$ cat config.mk
export PLATFORM = sky130hd
export DESIGN_NAME = pinint_unit
export DESIGN_NICKNAME = d
export VERILOG_FILES = /design/src/rtl/pinint_pkg.sv /design/src/rtl/pinint_cfg.sv /design/src/rtl/pinint_chan.sv /design/src/rtl/pinint_unit.sv
export SDC_FILE = /design/constraint.sdc
export NUM_CORES = 1
export LEC_CHECK = 0
export BUFFER_PORTS_ARGS = -buffer_cell sky130_fd_sc_hd__buf_2
export CAP_MARGIN = 30
export CORE_MARGIN = 4
export CORE_UTILIZATION = 35
export DETAILED_ROUTE_END_ITERATION = 6
export SLEW_MARGIN = 40
export SYNTH_ARGS = -nofsm -noshare
export SYNTH_HDL_FRONTEND = slang
export SYNTH_SLANG_ARGS = --single-unit
$ cat constraint.sdc
create_clock -name clk -period 3.7 [get_ports clk]
set_input_delay 0.37 -clock clk [delete_from_list [all_inputs] [get_ports clk]]
set_output_delay 0.37 -clock clk [all_outputs]
set_load 0.02 [all_outputs]
$ cat src/rtl/pinint_pkg.sv
package pinint_pkg;
  localparam int NCH      = 8;
  localparam int PORT_W   = 3;
  localparam int PIN_W    = 5;
  localparam int FIELD_W  = PORT_W + PIN_W;
  localparam int SRC_W    = 1 << FIELD_W;
  localparam int DATA_W   = 32;
  localparam int ADDR_W   = 3;
  localparam int PER_REG  = DATA_W / FIELD_W;
  localparam int NSEL_REG = NCH / PER_REG;
  localparam int QUIET    = 3;

  typedef enum logic [ADDR_W-1:0] {
    A_SEL0 = 3'd0,
    A_SEL1 = 3'd1,
    A_MODE = 3'd2,
    A_RISE = 3'd3,
    A_FALL = 3'd4,
    A_STAT = 3'd5
  } reg_addr_e;
endpackage

$ cat src/rtl/pinint_cfg.sv
module pinint_cfg
  import pinint_pkg::*;
(
  input  logic                    clk,
  input  logic                    rst_n,
  input  logic                    we,
  input  logic [ADDR_W-1:0]       addr,
  input  logic [DATA_W-1:0]       wdata,
  input  logic [NCH-1:0]          stat,
  output logic [NCH*FIELD_W-1:0]  sel,
  output logic [NCH-1:0]          mode,
  output logic [NCH-1:0]          rise_en,
  output logic [NCH-1:0]          fall_en,
  output logic [NCH-1:0]          chg,
  output logic [NCH-1:0]          clr,
  output logic [DATA_W-1:0]       rdata
);
  localparam int SELBITS = NSEL_REG * DATA_W;

  logic [SELBITS-1:0] sel_q, sel_d;
  logic [NCH-1:0]     mode_q, mode_d, rise_q, rise_d, fall_q, fall_d;

  // next state
  always_comb begin
    sel_d  = sel_q;
    mode_d = mode_q;
    rise_d = rise_q;
    fall_d = fall_q;
    for (int r = 0; r < NSEL_REG; r++) begin
      if (we && addr == ADDR_W'(r)) sel_d[r*DATA_W +: DATA_W] = wdata;
    end
    if (we) begin
      case (addr)
        A_MODE:  mode_d = wdata[NCH-1:0];
        A_RISE:  rise_d = wdata[NCH-1:0];
        A_FALL:  fall_d = wdata[NCH-1:0];
        default: ;
      endcase
    end
  end

  always_comb begin
    for (int k = 0; k < NCH; k++) begin
      chg[k] = sel_d[k*FIELD_W +: FIELD_W] != sel_q[k*FIELD_W +: FIELD_W];
    end
    clr = (we && addr == A_STAT) ? wdata[NCH-1:0] : '0;
  end

  // registers, clock-enabled by the write strobe
  always_ff @(posedge clk or negedge rst_n) begin
    if (!rst_n) begin
      sel_q  <= '0;
      mode_q <= '0;
      rise_q <= '0;
      fall_q <= '0;
    end else if (we) begin
      sel_q  <= sel_d;
      mode_q <= mode_d;
      rise_q <= rise_d;
      fall_q <= fall_d;
    end
  end

  always_comb begin
    rdata = '0;
    for (int r = 0; r < NSEL_REG; r++) begin
      if (addr == ADDR_W'(r)) rdata = sel_q[r*DATA_W +: DATA_W];
    end
    case (addr)
      A_MODE:  rdata = DATA_W'(mode_q);
      A_RISE:  rdata = DATA_W'(rise_q);
      A_FALL:  rdata = DATA_W'(fall_q);
      A_STAT:  rdata = DATA_W'(stat);
      default: ;
    endcase
  end

  assign sel     = sel_q[NCH*FIELD_W-1:0];
  assign mode    = mode_q;
  assign rise_en = rise_q;
  assign fall_en = fall_q;
endmodule

$ cat src/rtl/pinint_chan.sv
module pinint_chan
  import pinint_pkg::*;
#(
  parameter int SRCS  = SRC_W,
  parameter int FW    = FIELD_W,
  parameter int HOLD  = QUIET,
  localparam int QW   = $clog2(HOLD + 1)
)(
  input  logic            clk,
  input  logic            rst_n,
  input  logic [SRCS-1:0] src,
  input  logic [FW-1:0]   sel,
  input  logic            chg,
  input  logic            mode,
  input  logic            rise_en,
  input  logic            fall_en,
  input  logic            clr,
  output logic            irq,
  output logic            stat
);
  logic          s1_q, s2_q, s3_q;
  logic          stat_q, stat_d;
  logic [QW-1:0] quiet_q, quiet_d;
  logic          tap, rise_hit, fall_hit, edge_hit;

  always_comb begin
    tap      = src[sel];
    rise_hit = s2_q & ~s3_q;
    fall_hit = ~s2_q & s3_q;
    edge_hit = ~mode & (quiet_q == '0) &
               ((rise_en & rise_hit) | (fall_en & fall_hit));
    if (chg)           stat_d = 1'b0;
    else if (edge_hit) stat_d = 1'b1;
    else if (clr)      stat_d = 1'b0;
    else               stat_d = stat_q;
    if (chg)                 quiet_d = QW'(HOLD);
    else if (quiet_q != '0)  quiet_d = quiet_q - 1'b1;
    else                     quiet_d = quiet_q;
  end

  always_ff @(posedge clk or negedge rst_n) begin
    if (!rst_n) begin
      s1_q    <= 1'b0;
      s2_q    <= 1'b0;
      s3_q    <= 1'b0;
      stat_q  <= 1'b0;
      quiet_q <= '0;
    end else begin
      s1_q    <= tap;
      s2_q    <= s1_q;
      s3_q    <= s2_q;
      stat_q  <= stat_d;
      quiet_q <= quiet_d;
    end
  end

  assign irq  = mode ? ((rise_en & s2_q) | (fall_en & ~s2_q)) : stat_q;
  assign stat = stat_q;
endmodule

$ cat src/rtl/pinint_unit.sv
module pinint_unit
  import pinint_pkg::*;
(
  input  logic              clk,
  input  logic              rst_n,
  input  logic [SRC_W-1:0]  gpio_in,
  input  logic              reg_we,
  input  logic [ADDR_W-1:0] reg_addr,
  input  logic [DATA_W-1:0] reg_wdata,
  output logic [DATA_W-1:0] reg_rdata,
  output logic [NCH-1:0]    irq
);
  logic [NCH*FIELD_W-1:0] sel_v;
  logic [NCH-1:0]         mode_v, rise_v, fall_v, chg_v, clr_v, stat_v;

  pinint_cfg u_cfg (
    .clk     (clk),
    .rst_n   (rst_n),
    .we      (reg_we),
    .addr    (reg_addr),
    .wdata   (reg_wdata),
    .stat    (stat_v),
    .sel     (sel_v),
    .mode    (mode_v),
    .rise_en (rise_v),
    .fall_en (fall_v),
    .chg     (chg_v),
    .clr     (clr_v),
    .rdata   (reg_rdata)
  );

  for (genvar k = 0; k < NCH; k++) begin : g_ch
    pinint_chan u_ch (
      .clk     (clk),
      .rst_n   (rst_n),
      .src     (gpio_in),
      .sel     (sel_v[k*FIELD_W +: FIELD_W]),
      .chg     (chg_v[k]),
      .mode    (mode_v[k]),
      .rise_en (rise_v[k]),
      .fall_en (fall_v[k]),
      .clr     (clr_v[k]),
      .irq     (irq[k]),
      .stat    (stat_v[k])
    );
  end
endmodule

==> results of run 1 <==
[registers in the layout, summed over array words and instances (netlist names)]
signal	count
u_cfg.rise_en	8
u_cfg.mode	8
g_ch.u_ch.s2_q	8
g_ch.u_ch.s3_q	8
g_ch.u_ch.s1_q	8
u_cfg.fall_en	8
g_ch.u_ch.quiet_q	16
g_ch.u_ch.stat	8
u_cfg.sel	64
[cells in the mapped netlist, drive strengths merged (14+ instances only)]
master   instances
xnor2           64
o221ai          17
nand2           58
nor2b           24
a2111oi         21
clkbuf         117
dfrtp          136
a31oi           20
mux2           112
mux2i          450
buf            228
a21oi           16
nand3b          32
nor4            42
inv             26
nor2           110
a22oi           40
a311oi          14
nand4           17
nor3            19
o22ai          167
mux4           336
o21ai           45
a22o            45
[layout make-up]
class | count | area (µm²)
tap | 931 | 1160
timing repair buffer | 503 | 3040
fill | 6870 | 41200
clock buffer | 20 | 467
sequential | 136 | 3470
antenna | 16 | 40.0
clock inverter | 12 | 164
inverter | 28 | 105
multi-input combinational | 1775 | 19100
[worst max path at each step]
stage,startpoint,end,slack [ns],depth (start not counted)
floorplan,u_cfg.sel[33]$_DFFE_PN0P_,reg_rdata[1],1.47,6
global placement,u_cfg.sel[56]$_DFFE_PN0P_,g_ch[7].u_ch.s1_q$_DFF_PN0_,0.23,7
detailed placement,u_cfg.sel[56]$_DFFE_PN0P_,g_ch[7].u_ch.s1_q$_DFF_PN0_,0.40,7
CTS,u_cfg.sel[56]$_DFFE_PN0P_,g_ch[7].u_ch.s1_q$_DFF_PN0_,0.38,7
global route,u_cfg.sel[56]$_DFFE_PN0P_,g_ch[7].u_ch.s1_q$_DFF_PN0_,0.21,7
finish,u_cfg.sel[59]$_DFFE_PN0P_,g_ch[7].u_ch.s1_q$_DFF_PN0_,0.25,6
[tightest hold or removal path: cells and delay by family]
kind / cells / cell delay [ns]
buf+inv: 1 / 0.13
simple gates: 1 / 0.05
compound gates: 1 / 0.06
[power groups by stage]
stage	sequential (µW)	combinational, µW	clock [µW]
floorplan	2210	6890	0
global placement	3460	9190	0
detailed placement	3510	9300	0
CTS	3480	9330	1910
global route	3580	9890	1970
finish	3530	9640	1900
[cell families after synthesis]
kind of cell	count (synthesis)
multiplexers	898
AO/OA/AOI/OAI	446
buffers and inverters	373
AND/OR/NAND/NOR	351
flip-flops	136
XOR/XNOR	72
adder cells (fa/ha/maj)	8
[layer usage]
metal	part of all wire	global-route usage	routed length (µm)	vias up
li1	-	-	-	9629
met1	0.36	0.434	47900	12600
met2	0.43	0.532	58400	2171
met3	0.11	0.0854	15200	500
met4	0.095	0.265	12800	12
met5	0.00067	0	90	-
[metrics by stage]
step / setup WS [ns] / util / cell area, µm² / power (µW)
2_1_floorplan: 1.47 / - / 24300 / 9110
3_3_place_gp: 0.225 / 0.390 / 26800 / 12700
3_5_place_dp: 0.401 / 0.390 / 26800 / 12800
4_1_cts: 0.377 / 0.400 / 27500 / 14700
5_1_grt: 0.209 / 0.400 / 27500 / 15400
6_report: 0.254 / 0.400 / 27500 / 15100
[cell usage in the layout (no fill, tap or decap), drive strengths merged, types with 9 or more instances in the layout]
cell     Yosys  routed
o21ai       45      45
o22ai      167     167
nand4       17      17
nor4        42      42
mux2i      450     450
xnor2       64      64
nor2       110     110
a21boi      10      10
mux2       112     112
clkbuf     117      20
a22oi       40      40
dfrtp      136     136
nand2b      10      10
a311oi      14      14
mux4       336     336
a31oi       20      20
inv         26      29
nand2       58      58
nor3        19      19
a22o        45      45
a2111oi     21      21
nand3       12      12
a21oi       16      16
nand3b      32      32
buf        228     502
o221ai      17      17
nor2b       24      24
diode        0      16
o2111ai      9       9
[what timing repair did]
item	4_1_cts	5_1_grt
hold buffers	1	0
endpoints found under the hold margin	64	0
buffers inserted	0	0
==> summary.md, run 1 <==
| Metric | Value |
|---|---|
| Post-synthesis sequential area ratio | `0.140` |
| P_int | `7530 µW` |
| Slew @ Worst Pin | `0.966 ns` |
| Synth Area in Compound Gates | `0.129` |
| Sw Ratio | `0.500` |
| Ports | `334` |
| Adder-Cell Fraction of Synth Area | `0.00412` |
| Mux cell area share after synthesis | `0.549` |
| Area share of the largest cell type after synthesis | `0.312` |
| Seq cells post-synth | `136` |
| DR vias | `24,900` |
| EDFF count, synth | `0` |
| Crit path required time | `3.99 ns` |
| Synth unique cells | `60` |
| Wire per inst | `39.3 µm` |
| Fin nets | `2,763` |
| Synthesized area | `24,300 µm²` |
| Clock root buffer | `clkbuf_16` |
| Unrepaired setup endpoints after global routing | `no` |
| Worst hold path class | `input port to flop` |
| Simple-Gate Fraction of Synth Area | `0.0750` |
| Worst path bufs/invs | `1` |
| Crit start category | `flop` |
| PwrDens | `548 nW/µm²` |
| Largest stage delay on the critical path | `0.78 ns` |
| Syn. warnings | `0` |
| Vias in the first global route | `24,300` |
| Maximum vdd drop | `0.000397 V` |
| Placed Cells | `3,372` |
| R2r startpoint | `u_cfg.sel[59]$_DFFE_PN0P_` |
| CP Class | `flop to flop` |
| Worst-path clk slew | `0.07 ns` |
| Layout Cells excl Fill | `3,421` |
| Die area | `73,600 µm²` |
| Nature of the critical path endpoint | `flop` |
| CTS tree | `built` |
| Layout cells sized above 1 | `0.409` |
| Hold path startpoint | `reg_wdata[31]` |
| Final GP Congestion | `1.10` |
| Hold path depth | `3` |
| Final antenna-violating net count | `0` |
| Largest area contributor in the netlist | `mux4_2` |
| Slew Limit Fails | `0` |
| Leak | `0.0107 µW` |
| Rows | `96` |
| Max-cap violations | `0` |
| WHS | `0.188 ns` |
| Crit-path most repeated cell | `a22oi_1` |
| Setup-failing EPs final | `0` |
| # H-tree levels | `4` |
| First-pass iteration count of the detailed router | `5` |
| Outcome | `finished clean` |
| Max clock buf depth | `2` |
| Die W | `271 µm` |
| Top cells by area, synth | `mux4_2, mux2i_1, dfrtp_1, mux2_2, o22ai_1` |
| Final hold vios | `0` |
| Post-CTS resize count | `0` |
| Inserted Clock Buffers | `17` |
| Fin crit share | `0.931` |
| Asr flop ratio synth | `1.00` |
| Gr usage total | `0.351` |
| Core Area | `68,700 µm²` |
| Initial Util | `0.353` |
| Syn_area_per_cell | `10.6 µm²` |
| Sw power | `7540 µW` |
| Number of cells produced by synthesis | `2,284` |
| Grt ovf | `0` |
| Worst-path fanout max | `21` |
| Crit-path slowest cell | `a2111oi_1` |
| DR DRC count | `0` |
| Setup TNS | `0 ns` |
| CP Cell Sequence | `buf_4 -> mux4_2 -> a22oi_1 -> a311oi_1 -> a2111oi_1 -> a22oi_1` |
| Peak Freq | `290 MHz` |
| Hold Path End | `u_cfg.sel[63]$_DFFE_PN0P_` |
| Worst Skew | `0.0135 ns` |
| Period minus WS final | `3.45 ns` |
| Initial drt markers | `3,665` |
| Synth Area in XOR/XNOR | `0.0260` |
| Clock power frac | `0.126` |
| Rel. slew slack | `0.354` |
| Die Ht | `271 µm` |
| Flop pwr share | `0.234` |
| DP HPWL | `101,000 µm` |
| Via/cell ratio | `7.27` |
| Reg-to-reg critical path endpoint | `g_ch[7].u_ch.s1_q$_DFF_PN0_` |
| Worst R2R Path Depth | `6` |
| Family with the most delay on the worst path | `compound AO/OA/AOI/OAI gates` |
| IO buf count | `333` |
| Ys flop type | `dfrtp_1` |
| Wirelength, routed | `134,000 µm` |
| Synthesized net count | `2,586` |
| Clock tree sinks | `136` |
| First-pass GRT wire length | `187,000 µm` |
| Largest net degree at the start of global routing | `68` |
| Worst Path Arrival | `3.74 ns` |
| Combinational power share | `0.640` |
| Internal reg-to-reg setup slack | `0.25 ns` |
| Main combinational cell family by area after synthesis | `multiplexers` |
| Antenna violations before repair | `18` |
| Area Growth Syn to Fin | `13.4%` |
| Clock Latency Late Sink | `0.46 ns` |
Power figures use the tool's default switching activity.
==> run 2: changes to the inputs <==
Settings changed: SETUP_SLACK_MARGIN set to 0.5.
Clock period 3.7 ns to 3 ns, I/O delays scaled along.
==> run 2 against run 1 <==
Compared with the run above:
- cell area is 13% higher
- fmax is 24% higher
- final cell count is 6.5% higher
- total power is 43% higher
- non-clock buffer count increased by 224
- largest power group unchanged
==> summary.md, run 2 (synthesis results as in run 1) <==
| Metric | Value |
|---|---|
| Worst Path Arrival | `3.12 ns (-0.62 ns)` |
| Worst R2R Path Depth | `9 (+3)` |
| Hold path depth | `2 (-1)` |
| Antenna violations before repair | `17 (-1)` |
| Initial Util | `0.353 (unchanged)` |
| Period minus WS final | `2.78 ns (-0.665 ns)` |
| Worst Skew | `0.0149 ns (+0.00145 ns)` |
| Worst hold path class | `input port to flop` |
| Hold Path End | `u_cfg.sel[31]$_DFFE_PN0P_` |
| IO buf count | `333 (unchanged)` |
| Reg-to-reg critical path endpoint | `g_ch[7].u_ch.s1_q$_DFF_PN0_` |
| Largest stage delay on the critical path | `0.52 ns (-0.26 ns)` |
| Crit path required time | `3.34 ns (-0.65 ns)` |
| Wirelength, routed | `146,000 µm (+8.6%)` |
| Vias in the first global route | `25,900 (+6.7%)` |
| Via/cell ratio | `7.28 (about the same)` |
| Largest register FFs | `64 (unchanged)` |
| CTS tree | `built` |
| DP HPWL | `106,000 µm (+5.2%)` |
| Register area | `3470 µm² (about the same)` |
| DR DRC count | `0 (unchanged)` |
| Fin nets | `2,987 (+8.1%)` |
| Crit-path slowest cell | `dfrtp_4` |
| Gr usage total | `0.380 (+0.0287)` |
| First-pass iteration count of the detailed router | `7 (+2)` |
| Area Growth Syn to Fin | `28.6%` |
| Largest net degree at the start of global routing | `59 (-13%)` |
| Clock power frac | `0.113 (-0.013)` |
| Combinational power share | `0.723 (+0.083)` |
| Rel. slew slack | `0.419 (+0.0653)` |
| Grt ovf | `0 (unchanged)` |
| Nature of the critical path endpoint | `flop` |
| Family with the most delay on the worst path | `compound AO/OA/AOI/OAI gates` |
| Layout cells sized above 1 | `0.503 (+0.0939)` |
| Die Ht | `271 µm (unchanged)` |
| Max-cap violations | `0 (unchanged)` |
| CP Class | `flop to flop` |
| Post-placement cell area | `28,100 µm² (+4.8%)` |
| Internal reg-to-reg setup slack | `0.22 ns (-0.04 ns)` |
| Clock Latency Late Sink | `0.49 ns (+0.03 ns)` |
| Initial drt markers | `4,465 (+22%)` |
| Final GP Congestion | `1.11 (+1.5%)` |
| Rows | `96 (unchanged)` |
| Inserted Clock Buffers | `17 (unchanged)` |
| Unrepaired setup endpoints after global routing | `yes` |
| Worst path bufs/invs | `3 (+2)` |
| Die W | `271 µm (unchanged)` |
| Clock tree sinks | `136 (unchanged)` |
| PwrDens | `691 nW/µm² (+26%)` |
| CP Cell Sequence | `buf_4 -> clkbuf_16 -> nor2_2 -> buf_4 -> a22o_1 -> o41ai_1 -> nor3_2 -> a2111oi_4 -> a22oi_2` |
| Sw Ratio | `0.481 (-0.0191)` |
| P_int | `11,200 µW (+48%)` |
| Crit start category | `flop` |
| R2r startpoint | `u_cfg.sel[56]$_DFFE_PN0P_` |
| Most frequent cells in the layout | `mux2i_1, mux4_2, buf_2` |
| Wire per inst | `40.0 µm (+1.9%)` |
| # H-tree levels | `4 (unchanged)` |
| Die area | `73,600 µm² (unchanged)` |
| Final antenna-violating net count | `0 (unchanged)` |
| Setup-failing EPs final | `0 (unchanged)` |
| Slew Limit Fails | `0 (unchanged)` |
| Leak | `0.0124 µW (+16%)` |
| Hold path startpoint | `reg_wdata[31]` |
| Flop pwr share | `0.164 (-0.070)` |
| Design area | `31,200 µm² (+13%)` |
| First-pass GRT wire length | `202,000 µm (+7.6%)` |
| Sw power | `10,400 µW (+38%)` |
| Worst-path clk slew | `0.07 ns (about the same)` |
| Final hold vios | `0 (unchanged)` |
| Max clock buf depth | `2 (unchanged)` |
| Multi-input logic area | `19,900 µm² (+4.6%)` |
| Peak Freq | `360 MHz (+24%)` |
| Core Area | `68,700 µm² (unchanged)` |
| Clock root buffer | `clkbuf_16` |
| Slew @ Worst Pin | `0.868 ns (-0.0976 ns)` |
| Maximum vdd drop | `0.000411 V (+3.5%)` |
| Levels on crit path | `9 (+3)` |
| Outcome | `finished clean` |
| Crit-path most repeated cell | `buf_4` |
| Total power | `21,600 µW (+43%)` |
| Ports | `334 (unchanged)` |
| DR vias | `26,500 (+6.6%)` |
| Fin crit share | `0.927 (-0.00430)` |
| Setup TNS | `0 ns (unchanged)` |
| Worst-path fanout max | `11 (-48%)` |
| Most common cell after layout, fill and taps aside | `mux2i_1` |
| Number of fill cells | `6,522 (-5.1%)` |
run 2: changes by cell type in the layout (fill, tap and decap cells not counted), sizes merged:
cell      previous run  this run
bufbuf               0         3
buf                502       719
clkbuf              20        25
inv                 29        31
clkinvlp             3         1
diode               16        15
clkinv               5         4
run 2: repair_timing:
action / in CTS / in global routing
pin swaps: 26 / 18
endpoints found under the hold margin: 55 / 0
setup buffers: 74 / 23
gates resized for setup: 138 / 104
hold buffers: 1 / 0
cloned: 7 / 3
endpoints found under the setup margin: 13 / 13
run 2: how the worst max path moves through the flow:
stage | startpoint | endpoint
floorplan | u_cfg.sel[3]$_DFFE_PN0P_ | g_ch[0].u_ch.s1_q$_DFF_PN0_
global placement | u_cfg.sel[59]$_DFFE_PN0P_ | g_ch[7].u_ch.s1_q$_DFF_PN0_
detailed placement | u_cfg.sel[57]$_DFFE_PN0P_ | g_ch[7].u_ch.s1_q$_DFF_PN0_
CTS | u_cfg.sel[57]$_DFFE_PN0P_ | g_ch[7].u_ch.s1_q$_DFF_PN0_
global route | u_cfg.sel[57]$_DFFE_PN0P_ | g_ch[7].u_ch.s1_q$_DFF_PN0_
finish | u_cfg.sel[56]$_DFFE_PN0P_ | g_ch[7].u_ch.s1_q$_DFF_PN0_
run 2: power by group through the flow:
stage | Sequential [µW] | Combinational (µW) | Clock [µW]
floorplan | 2730 | 8500 | 0
detailed placement | 3760 | 12800 | 0
CTS | 3480 | 14400 | 2440
finish | 3540 | 15600 | 2430
global route | 3560 | 16000 | 2520
global placement | 3730 | 12700 | 0
run 2: through the flow:
| step | setup slack (ns) | instances | hold slack (ns) | util |
|---|---|---|---|---|
| floorplan | 0.792 | 2284 | 0.00441 | - |
| global placement | -0.0760 | 3489 | 0.338 | 0.409 |
| detailed placement | -0.134 | 3489 | 0.336 | 0.409 |
| CTS | 0.255 | 3603 | 0.105 | 0.442 |
| global route | 0.209 | 3634 | 0.130 | 0.454 |
| finish | 0.219 | 3644 | 0.130 | 0.454 |
run 2: layer usage:
layer,vias up,routed length (µm),global-route usage
met5,-,25,0
met4,4,14800,0.273
met3,676,18900,0.118
met2,2434,61500,0.564
met1,13300,50600,0.468
li1,10100,-,-
run 2: area by class of cell:
cell class | instances | share of cell area
repair buffers | 727 | 0.188
flip-flops and latches | 136 | 0.111
multi-input cells | 1775 | 0.639
inverters | 28 | 0.00337
diodes | 15 | 0.00120
well taps | 931 | 0.0373
clock inverters | 11 | 0.00505
clock buffers | 21 | 0.0151
